### src/rtl/cur_avg_pkg.sv
package cur_avg_pkg;
  localparam int unsigned DEF_SMP_W = 10;
  localparam int unsigned DEF_N     = 16;

  function automatic int unsigned sum_width(input int unsigned smp_w, input int unsigned n);
    return smp_w + $clog2(n);
  endfunction
endpackage

### src/rtl/cur_avg_ctr.sv
module cur_avg_ctr #(
  parameter int unsigned N     = 16,
  parameter int unsigned CNT_W = 5
) (
  input  logic             clk_i,
  input  logic             rst_ni,
  input  logic             period_start_i,
  input  logic             sample_stb_i,
  input  logic             sample_vld_i,
  output logic             take_o,
  output logic             last_o,
  output logic             short_o,
  output logic [CNT_W-1:0] cnt_o
);
  logic             open_q;
  logic [CNT_W-1:0] cnt_q;
  logic [CNT_W-1:0] cnt_base;
  logic             open_eff;

  // a period start restarts the count in the same cycle
  always_comb begin
    cnt_base = period_start_i ? '0 : cnt_q;
    open_eff = open_q | period_start_i;
    take_o   = sample_stb_i & sample_vld_i & open_eff & (cnt_base < CNT_W'(N));
    last_o   = take_o & (cnt_base == CNT_W'(N - 1));
    short_o  = period_start_i & open_q & (cnt_q != CNT_W'(N));
  end

  always_ff @(posedge clk_i or negedge rst_ni) begin
    if (!rst_ni) begin
      open_q <= 1'b0;
      cnt_q  <= '0;
    end else begin
      open_q <= open_eff;
      cnt_q  <= cnt_base + CNT_W'(take_o);
    end
  end

  assign cnt_o = cnt_q;

  a_r7_cnt_bound: assert property (@(posedge clk_i) disable iff (!rst_ni)
    cnt_q <= CNT_W'(N));

  a_r9_idle_before_start: assert property (@(posedge clk_i) disable iff (!rst_ni)
    !open_q |-> cnt_q == '0);

  a_r8_same_cycle_first: assert property (@(posedge clk_i) disable iff (!rst_ni)
    (period_start_i && sample_stb_i && sample_vld_i) |=> cnt_q == CNT_W'(1));
endmodule

### src/rtl/cur_avg_accum.sv
module cur_avg_accum #(
  parameter int unsigned SMP_W = 10,
  parameter int unsigned ACC_W = 14,
  parameter int unsigned CNT_W = 5,
  parameter int unsigned SHIFT = 4
) (
  input  logic             clk_i,
  input  logic             rst_ni,
  input  logic             period_start_i,
  input  logic             take_i,
  input  logic [SMP_W-1:0] sample_i,
  input  logic [CNT_W-1:0] cnt_i,
  output logic [SMP_W-1:0] mean_o
);
  localparam int unsigned SMP_MAX = (1 << SMP_W) - 1;

  logic [ACC_W-1:0] acc_q;
  logic [ACC_W-1:0] acc_base;
  logic [ACC_W-1:0] sum;

  always_comb begin
    acc_base = period_start_i ? '0 : acc_q;
    sum      = acc_base + ACC_W'(sample_i);
    mean_o   = SMP_W'(sum >> SHIFT);
  end

  always_ff @(posedge clk_i or negedge rst_ni) begin
    if (!rst_ni)    acc_q <= '0;
    else if (take_i) acc_q <= sum;
    else            acc_q <= acc_base;
  end

  // running sum never exceeds count * full scale
  a_r4_no_overflow: assert property (@(posedge clk_i) disable iff (!rst_ni)
    32'(acc_q) <= 32'(cnt_i) * SMP_MAX);
endmodule

### src/rtl/cur_avg_out.sv
module cur_avg_out #(
  parameter int unsigned SMP_W = 10
) (
  input  logic             clk_i,
  input  logic             rst_ni,
  input  logic             period_start_i,
  input  logic             last_i,
  input  logic             short_i,
  input  logic [SMP_W-1:0] mean_i,
  output logic [SMP_W-1:0] avg_o,
  output logic             avg_vld_o,
  output logic             short_err_o
);
  logic [SMP_W-1:0] avg_q;
  logic             vld_q;
  logic             err_q;

  always_ff @(posedge clk_i or negedge rst_ni) begin
    if (!rst_ni) begin
      avg_q <= '0;
      vld_q <= 1'b0;
      err_q <= 1'b0;
    end else begin
      vld_q <= last_i;
      if (last_i) avg_q <= mean_i;
      if (short_i)     err_q <= 1'b1;
      else if (last_i) err_q <= 1'b0;
    end
  end

  assign avg_o       = avg_q;
  assign avg_vld_o   = vld_q;
  assign short_err_o = err_q;

  a_r2_vld_pulse: assert property (@(posedge clk_i) disable iff (!rst_ni)
    avg_vld_o |=> !avg_vld_o);

  a_r3_hold_between: assert property (@(posedge clk_i) disable iff (!rst_ni)
    !avg_vld_o |-> $stable(avg_o));

  a_r6_err_cause: assert property (@(posedge clk_i) disable iff (!rst_ni)
    $rose(short_err_o) |-> $past(period_start_i));

  a_r6_err_clear: assert property (@(posedge clk_i) disable iff (!rst_ni)
    $fell(short_err_o) |-> avg_vld_o);
endmodule

### src/rtl/cur_avg_filter.sv
module cur_avg_filter
  import cur_avg_pkg::*;
#(
  parameter int unsigned SMP_W = DEF_SMP_W,
  parameter int unsigned N     = DEF_N
) (
  input  logic             clk_i,
  input  logic             rst_ni,
  input  logic             period_start_i,
  input  logic             sample_stb_i,
  input  logic             sample_vld_i,
  input  logic [SMP_W-1:0] sample_i,
  output logic [SMP_W-1:0] avg_o,
  output logic             avg_vld_o,
  output logic             short_err_o
);
  localparam int unsigned LOG2N = $clog2(N);
  localparam int unsigned CNT_W = LOG2N + 1;
  localparam int unsigned ACC_W = sum_width(SMP_W, N);

  if ((1 << LOG2N) != N || N < 2) begin : g_bad_n
    $error("N must be a power of two of at least 2");
  end

  logic             take;
  logic             last;
  logic             short_close;
  logic [CNT_W-1:0] cnt;
  logic [SMP_W-1:0] mean;

  cur_avg_ctr #(.N(N), .CNT_W(CNT_W)) u_ctr (
    .clk_i          (clk_i),
    .rst_ni         (rst_ni),
    .period_start_i (period_start_i),
    .sample_stb_i   (sample_stb_i),
    .sample_vld_i   (sample_vld_i),
    .take_o         (take),
    .last_o         (last),
    .short_o        (short_close),
    .cnt_o          (cnt)
  );

  cur_avg_accum #(.SMP_W(SMP_W), .ACC_W(ACC_W), .CNT_W(CNT_W), .SHIFT(LOG2N)) u_acc (
    .clk_i          (clk_i),
    .rst_ni         (rst_ni),
    .period_start_i (period_start_i),
    .take_i         (take),
    .sample_i       (sample_i),
    .cnt_i          (cnt),
    .mean_o         (mean)
  );

  cur_avg_out #(.SMP_W(SMP_W)) u_out (
    .clk_i          (clk_i),
    .rst_ni         (rst_ni),
    .period_start_i (period_start_i),
    .last_i         (last),
    .short_i        (short_close),
    .mean_i         (mean),
    .avg_o          (avg_o),
    .avg_vld_o      (avg_vld_o),
    .short_err_o    (short_err_o)
  );
endmodule

### config.mk
export PLATFORM = sky130hd
export DESIGN_NAME = cur_avg_filter
export DESIGN_NICKNAME = d
export VERILOG_FILES = /design/src/rtl/cur_avg_pkg.sv /design/src/rtl/cur_avg_ctr.sv /design/src/rtl/cur_avg_accum.sv /design/src/rtl/cur_avg_out.sv /design/src/rtl/cur_avg_filter.sv
export SDC_FILE = /design/constraint.sdc
export NUM_CORES = 1
export LEC_CHECK = 0
export ABC_CLOCK_PERIOD_IN_PS = 2650
export BUFFER_PORTS_ARGS = -buffer_cell sky130_fd_sc_hd__buf_2
export CAP_MARGIN = 20
export CORE_UTILIZATION = 25
export DETAILED_ROUTE_END_ITERATION = 8
export GPL_ROUTABILITY_DRIVEN = 0
export HOLD_SLACK_MARGIN = 0.05
export PLACE_DENSITY = 0.47
export SLEW_MARGIN = 10
export SYNTH_ARGS = -nofsm -noshare
export SYNTH_HDL_FRONTEND = slang
export SYNTH_SLANG_ARGS = --single-unit
export TNS_END_PERCENT = 5
### constraint.sdc
create_clock -name clk_i -period 2.65 [get_ports clk_i]
set_input_delay 0.265 -clock clk_i [delete_from_list [all_inputs] [get_ports clk_i]]
set_output_delay 0.265 -clock clk_i [all_outputs]
set_load 0.03 [all_outputs]
==> results of run 1 <==
==> registers in the layout (all words and copies together), names as in the netlist <==
| name | cells |
|---|---|
| u_out.short_err_o | 1 |
| u_ctr.cnt_o | 5 |
| u_ctr.open_q | 1 |
| u_out.avg_vld_o | 1 |
| u_out.avg_o | 10 |
| u_acc.acc_q | 14 |
==> area by class of cell <==
type / count / area [sq um]
fill: 777 / 5030
timing repair buffer: 30 / 160
multi-input combinational: 143 / 1080
inverter: 7 / 26.3
clock buffer: 6 / 72.6
clock inverter: 2 / 35.0
tap: 99 / 124
sequential: 32 / 801
==> cell usage in the layout (no fill, tap or decap), types with 2 or more instances in the layout <==
cell type | synthesis | final
dfrtp_1 | 32 | 32
buf_2 | 2 | 26
nand2_1 | 18 | 18
nor2b_1 | 13 | 13
ha_1 | 12 | 12
nand3_1 | 9 | 9
nand2b_1 | 8 | 8
xnor2_1 | 7 | 7
a21oi_1 | 7 | 7
o31ai_1 | 6 | 6
inv_1 | 5 | 5
xor2_1 | 5 | 5
a21o_1 | 5 | 5
mux2_1 | 5 | 5
clkbuf_8 | 0 | 5
nor2_1 | 4 | 4
mux2_2 | 4 | 4
buf_4 | 0 | 4
o21a_1 | 3 | 3
nor3_1 | 3 | 3
inv_2 | 2 | 2
a21oi_2 | 2 | 2
o2111ai_2 | 2 | 2
o211ai_1 | 2 | 2
a31oi_1 | 2 | 2
mux2i_1 | 2 | 2
a211oi_1 | 2 | 2
==> critical path, stage by stage, from the launching register on <==
cell       delay (ns)
dfrtp_1          0.32
nor2b_1          0.15
ha_1             0.18
inv_1            0.05
fa_1             0.40
nor2b_1          0.19
o2111ai_2        0.20
a21oi_1          0.30
nor3_1           0.10
o31ai_1          0.22
==> cell usage after synthesis, drive strengths merged, types with 3 or more instances <==
| cell | count | share of area |
|---|---|---|
| a21o | 5 | 0.019 |
| nor3 | 3 | 0.0078 |
| ha | 12 | 0.078 |
| a211oi | 3 | 0.014 |
| mux2 | 9 | 0.053 |
| nor2 | 4 | 0.0078 |
| o21a | 3 | 0.012 |
| xor2 | 5 | 0.023 |
| xnor2 | 7 | 0.032 |
| o2111ai | 3 | 0.020 |
| a21oi | 9 | 0.027 |
| nand3 | 9 | 0.023 |
| nor2b | 13 | 0.042 |
| o31ai | 6 | 0.023 |
| clkbuf | 3 | 0.0058 |
| nand2 | 18 | 0.035 |
| nand2b | 8 | 0.026 |
| inv | 7 | 0.014 |
| dfrtp | 32 | 0.42 |
==> power by group through the flow <==
stage	clock [mW]	sequential (mW)	combinational, mW
final	0.476	0.517	0.189
after global routing	0.514	0.520	0.217
after CTS	0.490	0.518	0.193
after detailed placement	0	0.527	0.191
after global placement	0	0.527	0.190
after floorplan	0	0.525	0.133
==> routing by layer <==
layer  track usage  vias up  share of wire  routed length (um)
met5             0        -              0                   0
met4        0.0328        0          0.012                  51
met3        0.0279        6          0.038                 168
met2         0.184       28           0.42                1850
met1         0.179      721           0.53                2340
li1              -      741              -                   -
==> logic make-up after synthesis <==
logic type / count (synthesis) / synth area share
and+or+nand+nor: 64 / 0.176
AOI/OAI and AO/OA: 43 / 0.177
DFF: 32 / 0.416
adders and majority gates: 13 / 0.0884
xor gates and xnor gates: 12 / 0.0546
buffers and inverters: 12 / 0.0247
muxes: 11 / 0.0630
==> per-stage QoR <==
step	area (sq um)	hold slack, ns	utilization	total power [mW]
after CTS	2300	0.0714	0.313	1.20
after global placement	2190	0.384	0.299	0.717
final	2300	0.0263	0.313	1.18
after floorplan	1930	-0.0306	-	0.658
after detailed placement	2190	0.389	0.299	0.718
after global routing	2300	0.112	0.313	1.25
==> how the worst max path moves through the flow <==
stage / depth (start not counted) / slack, ns / end / start
finish: 9 / 0.45 / u_out.avg_o[4] / u_acc.acc_q[0]
global route: 9 / 0.24 / u_acc.acc_q[12] / u_acc.acc_q[0]
CTS: 9 / 0.47 / u_acc.acc_q[12] / u_acc.acc_q[0]
detailed placement: 10 / 0.27 / u_acc.acc_q[12] / period_start_i
global placement: 10 / 0.27 / u_out.avg_o[4] / period_start_i
floorplan: 11 / 0.36 / u_acc.acc_q[12] / period_start_i
==> flow_metrics.py, run 1 <==
metrics = {
    "floorplan": {
        "die-height_um": 89.8,
        "placement_rows": 31,
        "count_of_pins_on_the_block_boundary": 27,
        "die_area_sq_um": 8060,
        "core_region_area_sq_um": 7330,
        "chipWidth_um": 89.8,
        "initial_utilization": 0.263,
    },
    "clocking": {
        "post_cts_hold_fix_bufs": 0,
        "postCtsResizedCells": 0,
        "cts.sink_count": 32,
        "cts_buffers": 5,
        "ctsHtreeMaxLevel": 2,
        "ctsLongestPathBuffers": 2,
        "cts_setup_buffers": 0,
        "clock_tree_from_tritoncts": "yes",
        "clk-insertion-delay-late_ns": 0.29,
        "clkSlewWorstSetupHoldPaths_ns": 0.08,
        "cts.root.buffer_cell": "clkbuf_8",
    },
    "synthesis": {
        "async_reset_ff_frac": 1.00,
        "postSynthRegisterBits": 32,
        "yosys_warnings": 0,
        "area_of_the_mapped_netlist_sq_um": 1930,
        "synthesis.nets": 215,
        "synth_area_per_inst_sq_um": 10.3,
        "synth_enable_flop_cells": 0,
        "post_synth_num_cell_types": 48,
        "most_used_flip_flop_cell_after_synthesis": "dfrtp_1",
        "syn_inst": 187,
        "synth.yosys.seq_area_share": 0.416,
    },
    "sta": {
        "final.setup.tns_ns": 0,
        "fmax_mhz": 455,
        "worst_slew_margin_rel": 0.510,
        "finalClockSkew_ns": 0.00661,
        "timing_worst_slew_pin_value_ns": 0.735,
        "setup_repair_after_global_routing_missed_its_margin": "no",
        "report.final.slew_viol_count": 0,
        "finalCritPeriodShare": 0.829,
        "report.final.setup_viol": 0,
        "hold_viol": 0,
        "layout_setup_ws_ns": 0.453,
        "fin_crit_ns": 2.20,
    },
    "drt": {
        "route.detailed.vias_per_inst": 4.69,
        "ant_nets": 0,
        "routed_wirelength_mm": 4.41,
        "route.detailed.wl_per_inst_um": 13.8,
        "first_iter_violations": 78,
        "vias": 1496,
        "detail_route.drc_violations": 0,
        "firstDrtPassIters": 4,
    },
    "run_status": {
        "status": "completed",
    },
    "power_and_ir_drop": {
        "ir_drop_mv": 0.232,
        "power_dens_cells_nw_per_um2": 515,
        "static-leakage-power_nw": 1.09,
        "pwr-share-clk": 0.403,
        "flop_pwr_share": 0.438,
        "power_frac_comb": 0.160,
        "power.switching_mw": 0.314,
        "power.switching_fraction": 0.265,
        "pint_mw": 0.869,
    },
    "placed_design": {
        "placed_cells_incl_taps": 311,
        "dp_slack_ns": 0.270,
        "port_buffers": 26,
        "place_hpwl_mm": 3.28,
    },
    "grt": {
        "grt_pass1_vias": 1588,
        "grt_max_degree": 33,
        "gr-usage-all-layers": 0.124,
        "first_pass_grt_wire_length_mm": 8.01,
        "antenna_found_initial": 0,
        "globalRouteOverflowTotal": 0,
    },
    "critical_path": {
        "worstPathRequired_ns": 2.85,
        "worst-path-max-fanout": 4,
        "reg2reg_setup_slack_ns": 0.45,
        "critPathArrivalTime_ns": 2.40,
        "worstReg2RegStart": "u_acc.acc_q[0]",
        "crit_path_end_kind": "register",
        "ff2ff_path_depth": 9,
        "worstSetupStartpointType": "register",
        "worst_r2r_endpoint": "u_out.avg_o[4]",
        "worst-setup-path-type": "register to register",
    },
    "final_layout": {
        "fin_nets": 247,
        "count_of_placed_standard_cells_in_the_final_layout_fillers_left_out": 319,
        "antenna-diode-count": 0,
        "layout_cell_share_with_drive_strength_beyond_1": 0.227,
        "syn_to_final_growth_pct": 19.2,
    },
    "job": {
        "cap_viol_max_count": 0,
    },
    "worst_hold_path": {
        "hold_path_class": "input port to async pin",
    },
}
No activity file was read; power rests on OpenSTA's default activity.
==> run 2: changes to the inputs <==
--- a/config.mk
+++ b/config.mk
@@ -5,7 +5,7 @@
 export SDC_FILE = /design/constraint.sdc
 export NUM_CORES = 1
 export LEC_CHECK = 0
-export ABC_CLOCK_PERIOD_IN_PS = 2650
+export ABC_CLOCK_PERIOD_IN_PS = 2200
 export BUFFER_PORTS_ARGS = -buffer_cell sky130_fd_sc_hd__buf_2
 export CAP_MARGIN = 20
 export CORE_UTILIZATION = 25
==> constraint.sdc (replaced) <==
create_clock -name clk_i -period 2.2 [get_ports clk_i]
set_input_delay 0.22 -clock clk_i [delete_from_list [all_inputs] [get_ports clk_i]]
set_output_delay 0.22 -clock clk_i [all_outputs]
set_load 0.03 [all_outputs]
==> run 2 against run 1 <==
Net effect:
- worst hold slack improved by 0.27 ns
- sequential share of layout area decreased by 2.9 points
- clock power is 36% higher
- setup slack lost 0.33 ns
- combinational power increased by 50%
- cell area up 9.2%
- via count grew 5.7%
- critical path depth unchanged
- core utilization increased by 2.9 points
- wire length is 6.5% higher
- critical endpoint is now u_out.avg_o[6]
- largest power group is now clock
==> flow_metrics.py, run 2 (same netlist as run 1, synthesis figures left out) <==
metrics = {
    "drt": {
        "route.detailed.wl_per_inst_um": 13.9,
        "vias": 1582,
        "detail_route.drc_violations": 0,
        "ant_nets": 0,
        "firstDrtPassIters": 4,
        "route.detailed.vias_per_inst": 4.68,
        "routed_wirelength_mm": 4.69,
        "first_iter_violations": 77,
    },
    "grt": {
        "first_pass_grt_wire_length_mm": 8.34,
        "antenna_found_initial": 0,
        "globalRouteOverflowTotal": 0,
        "gr-usage-all-layers": 0.130,
        "grt_max_degree": 33,
        "grt_pass1_vias": 1625,
    },
    "worst_hold_path": {
        "hold_path_end": "u_acc.acc_q[0]",
        "timing.hold.worst.start": "sample_i[0]",
        "hold_path_class": "input port to register",
        "whs_path_depth": 3,
    },
    "final_layout": {
        "fin_nets": 266,
        "antenna-diode-count": 0,
        "largest_register_ffs": 14,
        "layout.cells.most_common_list": "dfrtp_1, buf_2, buf_4",
        "syn_to_final_growth_pct": 30.2,
        "top_register": "u_acc.acc_q",
        "layout_commonest_cell": "dfrtp_1",
        "fillCellCount": 750,
        "final_design_instance_area_without_fill_sq_um": 2510,
        "layout_cell_share_with_drive_strength_beyond_1": 0.318,
    },
    "critical_path": {
        "ff2ff_path_depth": 9,
        "cpLargestDelayFamily": "simple AND/OR/NAND/NOR gates",
        "critical-path-max-stage-delay_ns": 0.47,
        "worstSetupPathDepth": 9,
        "worstPathRequired_ns": 2.43,
        "worst-setup-path-type": "register to register",
        "crit_path_end_kind": "register",
        "reg2reg_setup_slack_ns": 0.13,
        "worstReg2RegStart": "u_acc.acc_q[0]",
        "worst_r2r_endpoint": "u_out.avg_o[6]",
        "crit_chain": "nor2b_1, ha_1, inv_1, fa_2, nor2b_4, o2111ai_4, a21oi_4, or4_1, nand3_1",
        "cp_num_buf_inv": 1,
        "crit_path_top_delay_cell": "or4_1",
        "critPathArrivalTime_ns": 2.30,
        "worstSetupStartpointType": "register",
        "worst-path-max-fanout": 5,
    },
    "sta": {
        "report.final.setup_viol": 0,
        "final.setup.tns_ns": 0,
        "layout_setup_ws_ns": 0.127,
        "report.final.slew_viol_count": 0,
        "finalClockSkew_ns": 0.00509,
        "fin_crit_ns": 2.07,
        "timing_worst_slew_pin_value_ns": 0.739,
        "hold_viol": 0,
        "finalCritPeriodShare": 0.942,
        "worst_slew_margin_rel": 0.508,
        "fmax_mhz": 482,
    },
    "power_and_ir_drop": {
        "power_dens_cells_nw_per_um2": 619,
        "ir_drop_mv": 0.248,
        "design_power_total_mw": 1.55,
        "static-leakage-power_nw": 1.20,
    },
    "floorplan": {
        "die_area_sq_um": 8060,
        "count_of_pins_on_the_block_boundary": 27,
        "initial_utilization": 0.263,
        "core_region_area_sq_um": 7330,
        "chipWidth_um": 89.8,
        "placement_rows": 31,
        "die-height_um": 89.8,
    },
    "clocking": {
        "clkSlewWorstSetupHoldPaths_ns": 0.08,
        "cts.root.buffer_cell": "clkbuf_8",
        "ctsHtreeMaxLevel": 2,
        "clock_tree_from_tritoncts": "yes",
        "cts.sink_count": 32,
        "ctsLongestPathBuffers": 2,
        "cts_buffers": 5,
        "cts_setup_buffers": 0,
        "clk-insertion-delay-late_ns": 0.29,
    },
    "placed_design": {
        "place_hpwl_mm": 3.41,
        "dp_slack_ns": -0.101,
        "detailed_place.area_sq_um": 2320,
        "port_buffers": 26,
    },
    "job": {
        "cap_viol_max_count": 0,
    },
    "run_status": {
        "status": "completed",
    },
}
-- run 2: changes by cell type in the layout (fill, tap and decap cells not counted), sizes merged --
cell	previous run	this run
buf	30	48
clkbuf	6	7
clkinv	1	0
dlygate4sd3	0	1
-- run 2: worst reg2reg max path, stage by stage (launching register included) --
cell and delay (ns):
dfrtp_1 0.35, nor2b_1 0.13, ha_1 0.20, inv_1 0.07, fa_2 0.23, nor2b_4 0.06
o2111ai_4 0.28, a21oi_4 0.11, or4_1 0.47, nand3_1 0.10
-- run 2: worst max path at each step --
stage                   startpoint  slack, ns              end
floorplan           period_start_i     -0.002  u_acc.acc_q[12]
global placement    period_start_i      -0.02  u_acc.acc_q[12]
detailed placement  period_start_i      -0.10  u_acc.acc_q[12]
CTS                 u_acc.acc_q[0]       0.02   u_out.avg_o[4]
global route        u_acc.acc_q[0]     -0.004   u_out.avg_o[6]
finish              u_acc.acc_q[0]       0.13   u_out.avg_o[6]
-- run 2: where the power goes --
group	internal [mW]	switching (mW)	leakage (nW)
Combinational	0.133	0.150	0.708
Sequential	0.615	0.00801	0.426
Clock	0.400	0.245	0.0645
-- run 2: layout make-up --
type                    instances  area (sq um)  share of cell area
inverters                       7          26.3              0.0105
clock inverters                 1          30.0              0.0120
repair buffers                 49           305               0.122
flip-flops and latches         32           801               0.319
well taps                      99           124              0.0494
clock buffers                   7          96.3              0.0384
multi-input cells             143          1120               0.449
-- run 2: per-stage QoR --
step,std cells,util,hold WS [ns]
after global routing,338,0.342,0.315
final,338,0.342,0.300
after detailed placement,329,0.317,0.345
after floorplan,187,-,-0.0756
after CTS,338,0.336,0.295
after global placement,329,0.317,0.341
-- run 2: repair_timing --
item | 4_1_cts | 5_1_grt
resized for setup | 0 | 10
hold endpoints to repair | 32 | 0
setup endpoints to repair | 0 | 12
hold buffers | 1 | 0
-- run 2: metal layers --
metal  GRT usage  share of wire  vias up
li1            -              -      785
met2       0.192           0.44       25
met5           0              0        -
met4      0.0410         0.0077        0
met1       0.186           0.52      767
met3      0.0296          0.037        5
